--- config.mk ---
export PLATFORM = sky130hd
export DESIGN_NAME = freq_track_mult
export DESIGN_NICKNAME = d
export VERILOG_FILES = /design/src/rtl/freq_track_mult.sv
export SDC_FILE = /design/constraint.sdc
export NUM_CORES = 1
export LEC_CHECK = 0
export BUFFER_PORTS_ARGS = -buffer_cell sky130_fd_sc_hd__buf_4
export CAP_MARGIN = 40
export CORE_MARGIN = 2
export CORE_UTILIZATION = 30
export DETAILED_ROUTE_END_ITERATION = 7
export GPL_TIMING_DRIVEN = 1
export PLACE_DENSITY_LB_ADDON = 0.08
export SLEW_MARGIN = 20
export SYNTH_ARGS = -nofsm -noshare
export SYNTH_HDL_FRONTEND = slang
export SYNTH_SLANG_ARGS = --single-unit
--- constraint.sdc ---
create_clock -name clk -period 6.53 [get_ports clk]
set_clock_uncertainty 0.05 [all_clocks]
set_input_delay 1.306 -clock clk [delete_from_list [all_inputs] [get_ports clk]]
set_output_delay 1.306 -clock clk [all_outputs]
set_load 0.05 [all_outputs]
--- src/rtl/freq_track_mult.sv ---
module freq_track_mult #(
  parameter int SYS_PER_BASE = 30,
  parameter int DIV_W        = 11,
  parameter int DIV_NOM      = 1000,
  parameter int DIV_MIN      = 900,
  parameter int DIV_MAX      = 1100,
  parameter int TARGET       = 40
) (
  input  logic             clk,
  input  logic             rst_n,
  input  logic             ref_in,
  input  logic             phase_align_en,
  output logic             tick_out,
  output logic [DIV_W-1:0] divisor
);
  localparam int PRE_W = (SYS_PER_BASE > 1) ? $clog2(SYS_PER_BASE) : 1;
  localparam int CNT_W = $clog2(4 * TARGET) + 1;
  localparam logic [CNT_W-1:0] CNT_TOP = '1;
  localparam logic [CNT_W-1:0] CNT_TGT = CNT_W'(TARGET);
  localparam logic [PRE_W-1:0] PRE_END = PRE_W'(SYS_PER_BASE - 1);

  logic [2:0]       ref_sr;
  logic [PRE_W-1:0] pre_cnt;
  logic [DIV_W-1:0] div_cnt;
  logic [CNT_W-1:0] cyc_cnt;
  logic             armed;

  wire ref_rise  = ref_sr[1] & ~ref_sr[2];
  wire align     = ref_rise & phase_align_en;
  wire base_tick = (pre_cnt == PRE_END);
  wire wrap      = base_tick && (div_cnt == divisor - DIV_W'(1));

  always_ff @(posedge clk or negedge rst_n)
    if (!rst_n) ref_sr <= '0;
    else        ref_sr <= {ref_sr[1:0], ref_in};

  always_ff @(posedge clk or negedge rst_n) begin
    if (!rst_n) begin
      pre_cnt  <= '0;
      div_cnt  <= '0;
      tick_out <= 1'b0;
    end else begin
      tick_out <= wrap | align;
      if (align) begin
        pre_cnt <= '0;
        div_cnt <= '0;
      end else begin
        pre_cnt <= base_tick ? '0 : pre_cnt + PRE_W'(1);
        if (base_tick) div_cnt <= wrap ? '0 : div_cnt + DIV_W'(1);
      end
    end
  end

  always_ff @(posedge clk or negedge rst_n) begin
    if (!rst_n) begin
      cyc_cnt <= '0;
      armed   <= 1'b0;
      divisor <= DIV_W'(DIV_NOM);
    end else if (ref_rise) begin
      armed   <= 1'b1;
      cyc_cnt <= tick_out ? CNT_W'(1) : '0;
      if (armed) begin
        if (cyc_cnt > CNT_TGT && divisor < DIV_W'(DIV_MAX))
          divisor <= divisor + DIV_W'(1);
        else if (cyc_cnt < CNT_TGT && divisor > DIV_W'(DIV_MIN))
          divisor <= divisor - DIV_W'(1);
      end
    end else if (tick_out && cyc_cnt != CNT_TOP) begin
      cyc_cnt <= cyc_cnt + CNT_W'(1);
    end
  end
endmodule

## Yosys cells after proc, flatten, opt, wreduce, memory -nomap -nowiden

Cells that the tools add are included.

- Bits in registers: 41
- Memories kept: 0
- Memory bits (read-only): 0
- Input port bits: 4
- Bits in writable memories: 0
- Word-level logic and storage cells: 41
- Latch bits: 0

- Add/sub/neg operators: 5
- Reductions and logical operators: 8
- Multiply operators: 0
- Muxes and demuxes: 10
- $lt $le $gt $ge: 4
- Eq/ne operators: 3
- Div/mod/pow operators: 0
- Shift operators: 0
- Bitwise gates (word level): 4

Operators with widths:

| operator | count |
|---|---|
| two-way mux 11 bit | 5 |
| adder 11 x 1 -> 11 bit (second input constant) | 2 |
| two-way mux 9 bit | 2 |
| equality test 11 bit | 1 |
| > comparator 11 x 10 -> 1 bit (second input constant) | 1 |
| less-than comparator 11 bit (second input constant) | 1 |
| subtractor 11 x 1 -> 11 bit (second input constant) | 1 |
| two-way mux 5 bit | 2 |
| adder 9 x 1 -> 9 bit (second input constant) | 1 |
| > comparator 9 x 6 -> 1 bit (second input constant) | 1 |
| less-than comparator 9 x 6 -> 1 bit (second input constant) | 1 |
| != test 9 bit (second input constant) | 1 |
| nonzero test 2 bit | 3 |
| adder 5 x 1 -> 5 bit (second input constant) | 1 |
| equality test 5 bit (second input constant) | 1 |
| logical AND 1 bit | 4 |
| AND reduction 3 bit | 1 |
| AND 1 bit | 2 |
| two-way mux 1 bit | 1 |
| inverter 1 bit | 1 |
| OR 1 bit | 1 |

## Depth between registers and ports, before layout

Gate-level depths: netlist of run 1.

- Depth in word-level cells: 6
- Gate-level depth with buffers: 10

## Least setup slack after synthesis of run 1

OpenSTA, ideal clock, no wires.

- Path kind: register to register
- Start: register divisor[0]
- End: register div_cnt[1]
- Stages on the path, launching flop included: 10
- Setup time: 122 ps
- Data required time: 6358 ps
- Arrival: 2504 ps
- Path buffers: 1
- Path slack: 3855 ps
- Cell sequence: dfrtp_1 clkbuf_1 inv_1 ha_1 xnor2_1 mux2i_1 a2111oi_0 and4_1 nand4_1 a32o_1

- Cells in the longest elaborated chain, start to end: 6

RTL lines:

| element | RTL line | RTL |
|---|---|---|
| start: declaration | 14 | `output logic [DIV_W-1:0] divisor` |
| start signal: assignment | 58 | `divisor <= DIV_W'(DIV_NOM);` |
| start signal: assignment | 64 | `divisor <= divisor + DIV_W'(1);` |
| start signal: assignment | 66 | `divisor <= divisor - DIV_W'(1);` |
| subtractor 11 x 1 -> 11 bit | 31 | `wire wrap = base_tick && (div_cnt == divisor - DIV_W'(1));` |
| equality test 11 bit | 31 |  |
| logical AND 1 bit | 31 |  |
| two-way mux 11 bit (2 in series) | 49 | `if (base_tick) div_cnt <= wrap ? '0 : div_cnt + DIV_W'(1);` |
| two-way mux 11 bit | 44 | `if (align) begin` |
| end signal: assignment | 49 |  |
| end: declaration | 24 | `logic [DIV_W-1:0] div_cnt;` |

Every way passes these cells. The select of a mux whose other input is x is not followed.
A chain may end at the register's enable or synchronous reset.

## Final worst setup path of run 1

- Start: register divisor[0]
- End: register div_cnt[5]

The elaborated chain is that of the path after synthesis.

==> impl_metrics.json, run 1 <==
{
  "synth_top_area_share_pct": 34.03,
  "wl_um": 6005,
  "cp.required_ps": 6650,
  "clk_path_buf_depth": 2,
  "postRouteAntennaNets": 0,
  "synthCells": 276,
  "finalSetupViolCount": 0,
  "finalPower_uw": 509.4,
  "dr_total_vias": 1989,
  "die_h_um": 96.63,
  "ys.flop_type": "dfrtp_1",
  "core.rowCount": 33,
  "routedWlPerCell_um": 15.28,
  "setup_tns_ps": 0,
  "p_int_uw": 367.2,
  "area_delta_synth_final_pct": 11.13,
  "cts_tree": "yes",
  "clock_power_share_pct": 34.0,
  "htree_levels": 2,
  "ys_seq_elements": 41,
  "cp-end-kind": "register",
  "ff2ff_path_depth": 8,
  "fin_crit_ps": 2743,
  "track_usage_pct": 13.34,
  "clock_latency_ps": 300,
  "hold_end": "ref_sr[1]",
  "synth.area.top_cells": "dfrtp_1, xor2_1, dfstp_2, xnor2_1, nor2_1",
  "dieArea_um2": 9336,
  "root_buffer": "clkbuf_8",
  "drcViolationCount": 0,
  "combPwrFrac_pct": 9.4,
  "core_area_um2": 8258,
  "drv_slew": 0,
  "reg2reg_from": "divisor[0]",
  "hold_viol_final": 0,
  "p_seq_share_pct": 56.6,
  "netlist-cell-type-count": 50,
  "p_leak_nw": 1.287,
  "yosysSeqAreaShare_pct": 40.16,
  "start_kind": "register",
  "fin_ws_ps": 3787,
  "drt_iter0_drc": 86,
  "synth_edf_count": 0,
  "dr.pass1.iters": 4,
  "syn_avg_cell_area_um2": 9.325,
  "grt_pass1_vias": 1984,
  "clkSinkCount": 41,
  "max_cap_violations": 0,
  "path_class": "reg -> reg",
  "power.density_nw_per_um2": 178.1,
  "synthArstFlopShare_pct": 100.0,
  "io_buffers": 15,
  "synth_common_cells": "dfrtp_1, nor2_1, xor2_1",
  "final_layout_size_suffix_gt1_share_pct": 15.28,
  "postCtsResizedCells": 0,
  "maxSlewHeadroom_pct": 53.78,
  "hp-start": "ref_sr[0]",
  "overflow": 0,
  "r2r-end": "div_cnt[5]",
  "syn_area_um2": 2574,
  "place.gp.congestion": 0.7853,
  "swShare_pct": 27.92,
  "irDropWorstVdd_v": 0.00009820,
  "worst_pin_slew_ps": 687.0,
  "antenna_found_initial": 0,
  "fmax_ghz": 0.3645,
  "nets": 299,
  "ios": 16,
  "pre_cts_ws_ps": 3577,
  "floorplan.initialDensity_pct": 31.17,
  "numCtsBuffers": 5,
  "vias_per_cell": 5.061,
  "finalCritPeriodShare_pct": 42.01,
  "grt_max_degree": 42,
  "cp.arrival_ps": 2860,
  "post_cts_buffers": 0,
  "hold_depth": 0,
  "synth_top_cell_by_area": "dfrtp_1",
  "p_sw_uw": 142.2,
  "min_path_type": "reg -> reg",
  "yosysMostFrequentCell": "dfrtp_1",
  "place_hpwl_um": 4392,
  "synth_warnings": 0,
  "synth_nets": 288,
  "status": "finished, final reports clean",
  "r2r_slack_ps": 3790,
  "path_max_fanout": 11,
  "rsz0062_at_grt": "false",
  "grt_pass1_wl_um": 10120,
  "cts_hold_buf": 0,
  "die_w_um": 96.63,
  "clk_pin_slew_ps": 90,
  "insertedDiodeCount": 0
}
## stage by stage
step           instance area [µm²]  util [%]  hold WS, ps  std cells
2_1_floorplan                 2574         -        281.2        276
3_5_place_dp                  2773     33.58        284.7        385
4_1_cts                       2860     34.64        305.3        393
6_report                      2860     34.64        302.6        393
3_3_place_gp                  2760     33.42        282.2        383
5_1_grt                       2860     34.64        309.7        393
## critical path, cell delays in order (launching register included)
cell	delay [ps]
dfrtp_1	540
inv_1	150
ha_1	240
nor3b_1	410
xnor2_1	170
nor4_1	340
nand3_2	130
o31ai_4	480
nor2_1	100
## registers in the layout (all words and copies together), names as in the netlist
| signal | flops |
|---|---|
| divisor | 11 |
| armed | 1 |
| cyc_cnt | 9 |
| pre_cnt | 5 |
| tick_out | 1 |
| ref_sr | 3 |
| div_cnt | 11 |
## layer usage
layer	track usage (%)	up-vias	wire length (µm)
met2	21.21	37	2811
li1	-	1001	-
met5	0	-	0
met3	2.890	5	198
met1	18.17	946	2935
met4	4.117	0	59
## power groups by stage
stage | Combinational (mW) | Sequential (mW) | Clock [mW]
detailed placement | 0.0492 | 0.293 | 0
global placement | 0.0482 | 0.294 | 0
floorplan | 0.0346 | 0.290 | 0
CTS | 0.0494 | 0.289 | 0.179
finish | 0.0476 | 0.288 | 0.173
global route | 0.0581 | 0.292 | 0.190
## layout by cell type (no fill, tap or decap), types with 4 or more instances in the layout
master / instances
nor4_1: 4
a21oi_1: 7
nand2_1: 14
xor2_1: 26
and3_1: 8
clkbuf_8: 5
xnor2_1: 17
a211oi_1: 9
dfrtp_1: 35
ha_1: 8
nor2_1: 30
nand3_1: 12
buf_4: 17
or3_1: 5
o21ai_0: 15
nor3_1: 7
dfstp_2: 6
nand4_1: 11
inv_1: 8
## worst max-delay path by stage
stage,from,end,cells after the start
2_1_floorplan,divisor[0],div_cnt[1],9
3_3_place_gp,phase_align_en,div_cnt[10],7
3_5_place_dp,phase_align_en,div_cnt[10],7
4_1_cts,divisor[0],div_cnt[5],8
5_1_grt,divisor[0],div_cnt[2],8
6_report,divisor[0],div_cnt[5],8
## cell type report
cell class	instances	area, µm²
Sequential cell	41	1033
Inverter	8	30.03
Multi-Input combinational cell	213	1445
Timing Repair Buffer	18	132.6
Tap cell	105	131.4
Clock buffer	6	72.57
Fill cell	878	5398
Clock inverter	2	15.01
## logic make-up (layout without fill, tap and decap cells)
| logic type | after synthesis | count (layout) | synth area share [%] |
|---|---|---|---|
| compound gates | 48 | 48 | 13.08 |
| simple gates | 110 | 110 | 22.75 |
| fa+ha+maj | 8 | 8 | 3.889 |
| mux | 3 | 3 | 1.167 |
| flops | 41 | 41 | 40.16 |
| xor+xnor | 44 | 44 | 15.27 |
| buf+inv | 22 | 34 | 3.695 |
No activity file was read; power rests on OpenSTA's default activity.
==> run 2, diff against run 1 <==
ABC_AREA = 1   (was default)
clock period = 2.7 ns   (was 6.53 ns; I/O delays follow)
==> run 2 against run 1 <==
Compared with the run above: setup slack got worse by 3500 ps; final cell count is 27% higher; power rose by 140%; global-route usage up 0.95 points; first-iteration DRC count decreased by 20%; highest routed layer unchanged; sequential power grew 140%; synthesized cell count rose by 36%; largest cell class unchanged; via count rose by 14%; design area increased by 8.2%; largest power group unchanged; sequential share of layout area down 2.7 points; non-clock buffer count shrank 2.
==> impl_metrics.json, run 2 <==
{
  "status": "finished, final reports clean",
  "crit_path_start": "cyc_cnt[0]",
  "floorplan.initialDensity_pct": 30.72,
  "insertedDiodeCount": 0,
  "synth_top_cell_by_area": "dfrtp_1",
  "setup_tns_ps": 0,
  "synthArstFlopShare_pct": 100.0,
  "synth_warnings": 0,
  "wl_met3_um": 144,
  "synth_top_area_share_pct": 31.15,
  "fin_cells": 501,
  "place_inst": 493,
  "maxSlewHeadroom_pct": 62.74,
  "reg2reg_from": "cyc_cnt[0]",
  "hold_slack_ps": 173.9,
  "path_class": "reg -> reg",
  "antenna_found_initial": 0,
  "muxShareOfSynthArea_pct": 0,
  "die_h_um": 100.8,
  "power.density_nw_per_um2": 399.9,
  "wl_met2_um": 2868,
  "clkSinkCount": 41,
  "cp-end-kind": "register",
  "finalSetupViolCount": 0,
  "root_buffer": "clkbuf_8",
  "fillers": 999,
  "synthSimpleGateAreaFrac_pct": 35.83,
  "synthCells": 374,
  "path_max_fanout": 6,
  "drv_slew": 0,
  "start_kind": "register",
  "drt_iter0_drc": 69,
  "cts_hold_buf": 0,
  "final_layout_size_suffix_gt1_share_pct": 19.74,
  "postRouteAntennaNets": 0,
  "cts_tree": "yes",
  "netlist-cell-type-count": 32,
  "yosys.area_share.adder_pct": 3.560,
  "io_buffers": 15,
  "min_path_type": "in -> async",
  "synth_common_cells": "nand2_1, inv_1, nor2_1",
  "clock_latency_ps": 300,
  "overflow": 0,
  "multiInputGateArea_um2": 1531,
  "fmax_ghz": 0.4203,
  "drcViolationCount": 0,
  "area_delta_synth_final_pct": 10.06,
  "numCtsBuffers": 5,
  "finalCritPeriodShare_pct": 88.11,
  "synth_compound_area_share_pct": 6.943,
  "yosysSeqAreaShare_pct": 36.76,
  "ff_latch_area_um2": 1033,
  "place_hpwl_um": 4941,
  "cp.required_ps": 2870,
  "dr.pass1.iters": 4,
  "ys.flop_type": "dfrtp_1",
  "ios": 16,
  "worst_pin_slew_ps": 558.9,
  "top_layer": "met4",
  "cp.arrival_ps": 2550,
  "yosysMostFrequentCell": "nand2_1",
  "dr_total_vias": 2258,
  "grt_pass1_vias": 2248,
  "grt_pass1_wl_um": 11300,
  "syn_area_um2": 2811,
  "max_cap_violations": 0,
  "synth_edf_count": 0,
  "irDropWorstVdd_v": 0.0002439,
  "core_area_um2": 9153,
  "track_usage_pct": 14.29,
  "wl_um": 6520,
  "grt_max_degree": 42,
  "reg_top3": "div_cnt x11, divisor x11, cyc_cnt x9",
  "synthXorXnorAreaFrac_pct": 8.055,
  "met1_length_um": 3445,
  "core.rowCount": 35,
  "htree_levels": 2,
  "place.gp.congestion": 0.8157,
  "ys_seq_elements": 41,
  "p_leak_nw": 1.419,
  "fin_crit_ps": 2379,
  "syn_avg_cell_area_um2": 7.517,
  "rsz0062_at_grt": "false",
  "synth_nets": 386,
  "synth_top_family_by_area": "simple AND/OR/NAND/NOR gates",
  "routedWlPerCell_um": 13.01,
  "final_cell_mix": "nand2_1, inv_1, nor2_1, nand3_1, dfrtp_1",
  "nets": 401,
  "vias_per_cell": 4.507,
  "clk_path_buf_depth": 2,
  "hold_viol_final": 0,
  "die_w_um": 100.8,
  "dieArea_um2": 10160,
  "synth.area.top_cells": "dfrtp_1, nand2_1, xor2_1, nand3_1, inv_1",
  "final_common_cell": "nand2_1",
  "clk_pin_slew_ps": 90
}
run 2: changes by cell type in the layout (fill, tap and decap cells not counted), moves of 7 or more:
| cell | change |
|---|---|
| nor2_2 | +17 |
| and3_1 | -8 |
| o21ai_0 | -7 |
| nand3_1 | +24 |
| nand2_2 | +8 |
| inv_1 | +35 |
| a211oi_1 | -9 |
| xnor2_1 | -14 |
| o21ai_1 | +7 |
| nand2_1 | +75 |
run 2: cell families (layout without fill, tap and decap cells):
kind of cell             count (synthesis)  in the layout
AO/OA/AOI/OAI                           33             33
XOR/XNOR                                25             25
adder cells (fa/ha/maj)                  8              8
buffers and inverters                   56             72
flip-flops                              41             41
AND/OR/NAND/NOR                        211            211
run 2: worst paths after layout:
check | end | slack [ps] | cells after the start
max | cyc_cnt[7] | 320 | 15
min reg2reg | ref_sr[1] | 300 | 0
max reg2reg | cyc_cnt[7] | 320 | 15
max in group asynchronous | divisor[9] | 2040 | 1
min in group clk | ref_sr[0] | 300 | 1
min | cyc_cnt[1] | 170 | 1
run 2: where the power goes:
group	total, mW	switching [mW]	internal, mW	leakage (nW)
combinational	0.119	0.0701	0.0488	0.845
sequential	0.692	0.0376	0.654	0.530
clock	0.427	0.243	0.184	0.0445
run 2: metrics by stage:
stage / util (%) / setup WS [ps] / power [mW] / cell area (µm²)
final: 33.81 / 320.9 / 1.238 / 3094
after global routing: 33.81 / 51.10 / 1.322 / 3094
after CTS: 33.78 / 288.3 / 1.261 / 3092
after detailed placement: 32.80 / 292.1 / 0.8264 / 3002
after global placement: 32.80 / 329.8 / 0.8242 / 3002
after floorplan: - / 443.8 / 0.7810 / 2811
run 2: what timing repair did:
action                     CTS  global route
hold endpoints to repair     0             0
setup endpoints to repair    0             1
gates resized for setup      0             1
buffers inserted             0             0
run 2: per-layer routing:
metal / up-vias / track usage (%)
met5: - / 0
met4: 0 / 4.004
met3: 5 / 2.635
met2: 20 / 22.05
met1: 1023 / 20.42
li1: 1210 / -
run 2: cell type report:
| type | count | share of cell area (%) |
|---|---|---|
| clock inverter | 3 | 0.6874 |
| inverter | 48 | 5.823 |
| timing repair buffer | 16 | 3.882 |
| sequential | 41 | 33.40 |
| clock buffer | 5 | 2.224 |
| tap | 111 | 4.488 |
| multi-input combinational | 277 | 49.49 |
run 2: worst max-delay path, cell delays in order, from the launching register on:
cell and delay (ps):
dfrtp_1 410, ha_1 240, nand3_1 90, nor2_1 40
inv_1 100, nor3_1 80, ha_1 190, nor2_2 220
inv_1 170, nor2_2 150, nand2_1 70, nor2_1 130
inv_1 70, o21ai_1 110, nand2_1 60, a31oi_1 140
